## src/rtl/safe_ring_pkg.sv

```systemverilog
package safe_ring_pkg;

    // Number of ring positions; the register is one bit per position.
    localparam int unsigned SR_NSTATE = 5;
    localparam int unsigned SR_SELW   = 2;

    typedef logic [SR_NSTATE-1:0] sr_code_t;

    localparam sr_code_t SR_IDLE = sr_code_t'(1);

    // Which source feeds the state register on the next edge.
    typedef enum logic [SR_SELW-1:0] {
        SR_SEL_HOLD    = 2'd0,
        SR_SEL_STEP    = 2'd1,
        SR_SEL_RECOVER = 2'd2,
        SR_SEL_LOAD    = 2'd3
    } sr_sel_t;

    // Decision bundle produced by the next-state logic.
    typedef struct packed {
        sr_sel_t  sel;
        sr_code_t nxt;
        logic     bad;
    } sr_dec_t;

    // Move the hot bit one place toward the MSB, wrapping to bit 0.
    function automatic sr_code_t sr_rotate(input sr_code_t c);
        return {c[SR_NSTATE-2:0], c[SR_NSTATE-1]};
    endfunction

endpackage

```

## src/rtl/sr_legal_det.sv

```systemverilog
module sr_legal_det
    import safe_ring_pkg::*;
(
    input  sr_code_t code_i,
    output logic     legal_o
);
    // Ripple scan: "seen one" and "seen two or more" chains.
    logic [SR_NSTATE-1:0] seen_one;
    logic [SR_NSTATE-1:0] seen_two;

    assign seen_one[0] = code_i[0];
    assign seen_two[0] = 1'b0;

    generate
        for (genvar i = 1; i < SR_NSTATE; i++) begin : g_scan
            assign seen_one[i] = seen_one[i-1] | code_i[i];
            assign seen_two[i] = seen_two[i-1] | (seen_one[i-1] & code_i[i]);
        end
    endgenerate

    assign legal_o = seen_one[SR_NSTATE-1] & ~seen_two[SR_NSTATE-1];

endmodule

```

## src/rtl/sr_next_logic.sv

```systemverilog
module sr_next_logic
    import safe_ring_pkg::*;
(
    input  sr_code_t cur_i,
    input  logic     advance_i,
    input  logic     load_en_i,
    input  sr_code_t load_val_i,
    output sr_dec_t  dec_o
);
    logic legal;

    sr_legal_det u_det (
        .code_i  (cur_i),
        .legal_o (legal)
    );

    // Priority: load, then recovery, then step, then hold.
    always_comb begin
        dec_o.bad = ~legal;
        if (load_en_i) begin
            dec_o.sel = SR_SEL_LOAD;
        end else if (!legal) begin
            dec_o.sel = SR_SEL_RECOVER;
        end else if (advance_i) begin
            dec_o.sel = SR_SEL_STEP;
        end else begin
            dec_o.sel = SR_SEL_HOLD;
        end

        unique case (dec_o.sel)
            SR_SEL_LOAD:    dec_o.nxt = load_val_i;
            SR_SEL_RECOVER: dec_o.nxt = SR_IDLE;
            SR_SEL_STEP:    dec_o.nxt = sr_rotate(cur_i);
            default:        dec_o.nxt = cur_i;
        endcase
    end

endmodule

```

## src/rtl/sr_state_reg.sv

```systemverilog
module sr_state_reg
    import safe_ring_pkg::*;
(
    input  logic     clk,
    input  logic     rst,
    input  sr_code_t nxt_i,
    output sr_code_t q_o
);
    always_ff @(posedge clk) begin
        if (rst) begin
            q_o <= SR_IDLE;
        end else begin
            q_o <= nxt_i;
        end
    end

endmodule

```

## src/rtl/sr_err_flag.sv

```systemverilog
module sr_err_flag (
    input  logic clk,
    input  logic rst,
    input  logic bad_i,
    output logic err_o
);
    always_ff @(posedge clk) begin
        if (rst) begin
            err_o <= 1'b0;
        end else begin
            err_o <= bad_i;
        end
    end

endmodule

```

## src/rtl/safe_ring_fsm.sv

```systemverilog
module safe_ring_fsm
    import safe_ring_pkg::*;
(
    input  logic                 clk,
    input  logic                 rst,
    input  logic                 advance,
    input  logic                 load_en,
    input  logic [SR_NSTATE-1:0] load_val,
    output logic [SR_NSTATE-1:0] state_o,
    output logic                 err_o
);
    sr_code_t cur_q;
    sr_dec_t  dec;

    sr_next_logic u_next (
        .cur_i      (cur_q),
        .advance_i  (advance),
        .load_en_i  (load_en),
        .load_val_i (load_val),
        .dec_o      (dec)
    );

    sr_state_reg u_reg (
        .clk   (clk),
        .rst   (rst),
        .nxt_i (dec.nxt),
        .q_o   (cur_q)
    );

    sr_err_flag u_err (
        .clk   (clk),
        .rst   (rst),
        .bad_i (dec.bad),
        .err_o (err_o)
    );

    assign state_o = cur_q;

endmodule

```

## config.mk

```make
export PLATFORM = sky130hd
export DESIGN_NAME = safe_ring_fsm
export DESIGN_NICKNAME = d
export VERILOG_FILES = /design/src/rtl/safe_ring_pkg.sv /design/src/rtl/sr_legal_det.sv /design/src/rtl/sr_next_logic.sv /design/src/rtl/sr_state_reg.sv /design/src/rtl/sr_err_flag.sv /design/src/rtl/safe_ring_fsm.sv
export SDC_FILE = /design/constraint.sdc
export NUM_CORES = 1
export LEC_CHECK = 0
export BUFFER_PORTS_ARGS = -buffer_cell sky130_fd_sc_hd__buf_2
export CAP_MARGIN = 15
export CORE_AREA = 2 2 39 41
export DETAILED_ROUTE_END_ITERATION = 8
export DIE_AREA = 0 0 41 43
export PLACE_DENSITY = 0.54
export SLEW_MARGIN = 20
export SYNTH_ARGS = -nofsm -noshare
export SYNTH_HDL_FRONTEND = slang
export SYNTH_SLANG_ARGS = --single-unit
```

## constraint.sdc

```tcl
create_clock -name clk -period 2.28 [get_ports clk]
set_clock_uncertainty 0.1 [all_clocks]
set_input_delay 0.342 -clock clk [delete_from_list [all_inputs] [get_ports clk]]
set_output_delay 0.342 -clock clk [all_outputs]
set_load 0.01 [all_outputs]
```

==> key figures <==
Outcome
  – Status: complete, no violations

Detailed routing
  – DRC errors left: 0
  – Routed vias/inst: approximately 5.0
  – Via Count: 399
  – Routed wire per std cell: 11.40 um
  – Detailed Routing Iterations Pass 1: 4
  – DRT antenna net count: 0
  – DR iter-0 viols: 11
  – WL final: between 900 and 1000 um

Place
  – Hpwl dp: roughly 720 um
  – Cell count after placement: 77
  – Port bufs: 14
  – Global placer's final weighted congestion: about 0.74
  – Pre-CTS WS: approximately 0.18 ns

Critical path
  – Max stage delay cell, worst path: dfxtp_1
  – Worst reg2reg startpoint: u_reg.q_o[4]
  – Worst path bufs/invs: 0
  – Slowest stage delay, CP: approximately 0.44 ns
  – Critical path class: reg -> reg
  – Critical path required time: about 2.3 ns
  – CP top delay family: flip-flops
  – Crit. Startpoint: u_reg.q_o[4]
  – FF-to-FF End: u_reg.q_o[3]
  – Crit path cell chain: xor2_1 > o2111ai_1 > and3_1 > ha_2 > nor2b_1 > a311oi_1 > nor3_1
  – Setup crit end: u_reg.q_o[3]
  – Crit path DAT: about 2.1 ns
  – Reg2Reg Depth: 7
  – Critical Path Stages: 7
  – Crit Path Max Fanout: 10
  – R2r setup slk: between 0.2 and 0.25 ns
  – CP startpoint kind: flop
  – Critical path endpoint category: flop

Logic synthesis
  – Dominant cell type by area after synthesis: dfxtp_1
  – Post-Synth Simple-Gate Area: between 20 and 30%
  – Post-synthesis cell count: between 40 and 50
  – Most numerous cell in the Yosys netlist: nor2b_1
  – Netlist Area Pre-Place: ~410 sq um
  – Commonest cells post-synth: nor2b_1, dfxtp_1, nor3_1, a311oi_1, ha_1
  – Synth Area in Adders: a little under a tenth
  – Proportion of synthesized area in mux cells: 0%
  – Yosys top cell area share: 29.27%
  – FFs w/ async S/R, synth: 0%
  – Syn avg cell area: 8.375 sq um
  – Yosys Warn Count: 0
  – Post-synth EDFFs: 0
  – Xor/xnor share of the synthesized area: approximately 2.1%
  – Largest family of logic cells by synthesized area: simple AND/OR/NAND/NOR gates
  – Post-Synthesis Net Count: between 60 and 70
  – Post-synth top flop: dfxtp_1
  – Synth Register Bits: 6
  – Seq/Total Area, Yosys: 29.27%
  – Synth area leaders: dfxtp_1, nor2b_1, ha_1, a311oi_1, nor3_1
  – Compound-cell area share of the yosys netlist: between 20% and 30%
  – Yosys cell types: 21

Power and ir drop
  – Lkg Pwr: between 0.2 and 0.25 nW
  – Peak supply drop: ~0.00041 V
  – Total power draw: just over 700 uW
  – Power Dens Cells: ~1400 mW/mm^2

Clock tree
  – Max clock buf depth: 2
  – CTS Sinks: 6
  – Clock latency on the worst-skew pair: roughly 0.25 ns
  – CTS clock-pin slew for the worst setup and hold paths: around 0.05 ns
  – Root Driver: clkbuf_4
  – CTS Buf Count: 3
  – CTS tree: yes
  – Postcts setup bufs: 0
  – Depth of the CTS H-tree: 1

Die
  – Starting density of the core: between 20 and 30%
  – Site Rows: 14
  – Die area: 0.001763 sq mm
  – Die width: 41 um
  – Die height: between 40 and 50 um
  – I/O pin count: 15
  – Core ar.: about 0.0014 sq mm

STA
  – Final Max Tran Viols: 0
  – Setup tns final: 0 ns
  – Tightest hold margin: around 0.24 ns
  – Relative slew slack: between 80% and 90%
  – Tightest Pin Transition: about 0.25 ns
  – Period utilization: roughly nine tenths
  – Fmax achieved: between 0.4 and 0.5 GHz
  – Setup ws final: 0.2106 ns
  – # setup viols final: 0
  – Tmin final: around 2.1 ns
  – Hold Vio Cnt, Final: 0
  – RSZ-0062 raised after global routing: no

Layout
  – Fill cell count: 150
  – Finished Layout Cells: 80
  – P&R area growth vs syn: 25.91%
  – Nets: 78
  – N_diodes: 0
  – Layout cells sized above 1: between 20% and 30%

Global route
  – Vias in the first global route: 347
  – Largest net degree at the start of global routing: 11
  – Gr usage total: between 10% and 20%
  – Global-route wire length before repair: between 1000 and 1500 um
  – Initial antenna violation count: 0
  – Grt total ovfl: 0

Min path
  – Min-delay src: rst
  – Worst Hold Class: in -> reg

Job
  – # Max-Cap Violations: 0
what timing repair did:
| action | in CTS | in global routing |
|---|---|---|
| resized for setup | 0 | 1 |
| hold buffers | 0 | 0 |
| setup endpoints to repair | 0 | 2 |
per-stage QoR:
step	area, sq um	utilization [%]
2_1_floorplan	410.4	-
3_3_place_gp	491.7	35.53
3_5_place_dp	491.7	35.53
4_1_cts	514.2	37.16
5_1_grt	516.7	37.34
6_report	516.7	37.34
layer usage:
layer  vias to the layer above  share of wire, %  global-route usage, %
met5                         -                 0                      0
met2                         8                46                  17.19
met3                         2               4.2                  6.283
met1                       178                47                  16.03
met4                         0               2.4                  10.00
li1                        211                 -                      -
cell usage in the layout, fill, tap and decap left out, drive strengths merged, types with 2 or more instances in the layout:
cell type / n
ha: 3
o21ai: 2
buf: 14
inv: 2
nor3: 6
o21a: 2
nor2b: 10
clkbuf: 3
nor2: 2
dfxtp: 6
a311oi: 4
kinds of logic after synthesis:
logic type,after synthesis
compound gates,14
xor+xnor,1
fa+ha+maj,3
buf+inv,4
flops,6
simple gates,21
power by group:
part | switching (mW) | internal [mW]
logic | 0.208 | 0.188
clock network | 0.0392 | 0.0596
registers | 0.0673 | 0.150
total | 0.315 | 0.398
layout make-up:
cell class	instances	area [sq um]	share of cell area, %
Multi-Input combinational cell	39	276.5	53.51
Clock buffer	3	22.52	4.358
Inverter	2	7.507	1.453
Tap cell	16	20.02	3.874
Sequential cell	6	120.1	23.24
Timing Repair Buffer	14	70.07	13.56
sequential cells by signal (all words and copies together) (netlist names):
signal,count
u_reg.q_o,5
u_err.err_o,1
how the worst min path moves through the flow:
| stage | slack, ns | cells past startpoint | to |
|---|---|---|---|
| global placement | 0.48 | 2 | u_reg.q_o[4] |
| finish | 0.24 | 2 | u_reg.q_o[1] |
| global route | 0.24 | 2 | u_reg.q_o[1] |
| floorplan | 0.32 | 1 | u_reg.q_o[1] |
| CTS | 0.24 | 2 | u_reg.q_o[1] |
| detailed placement | 0.49 | 2 | u_reg.q_o[4] |
No activity file was read; power rests on OpenSTA's default activity.
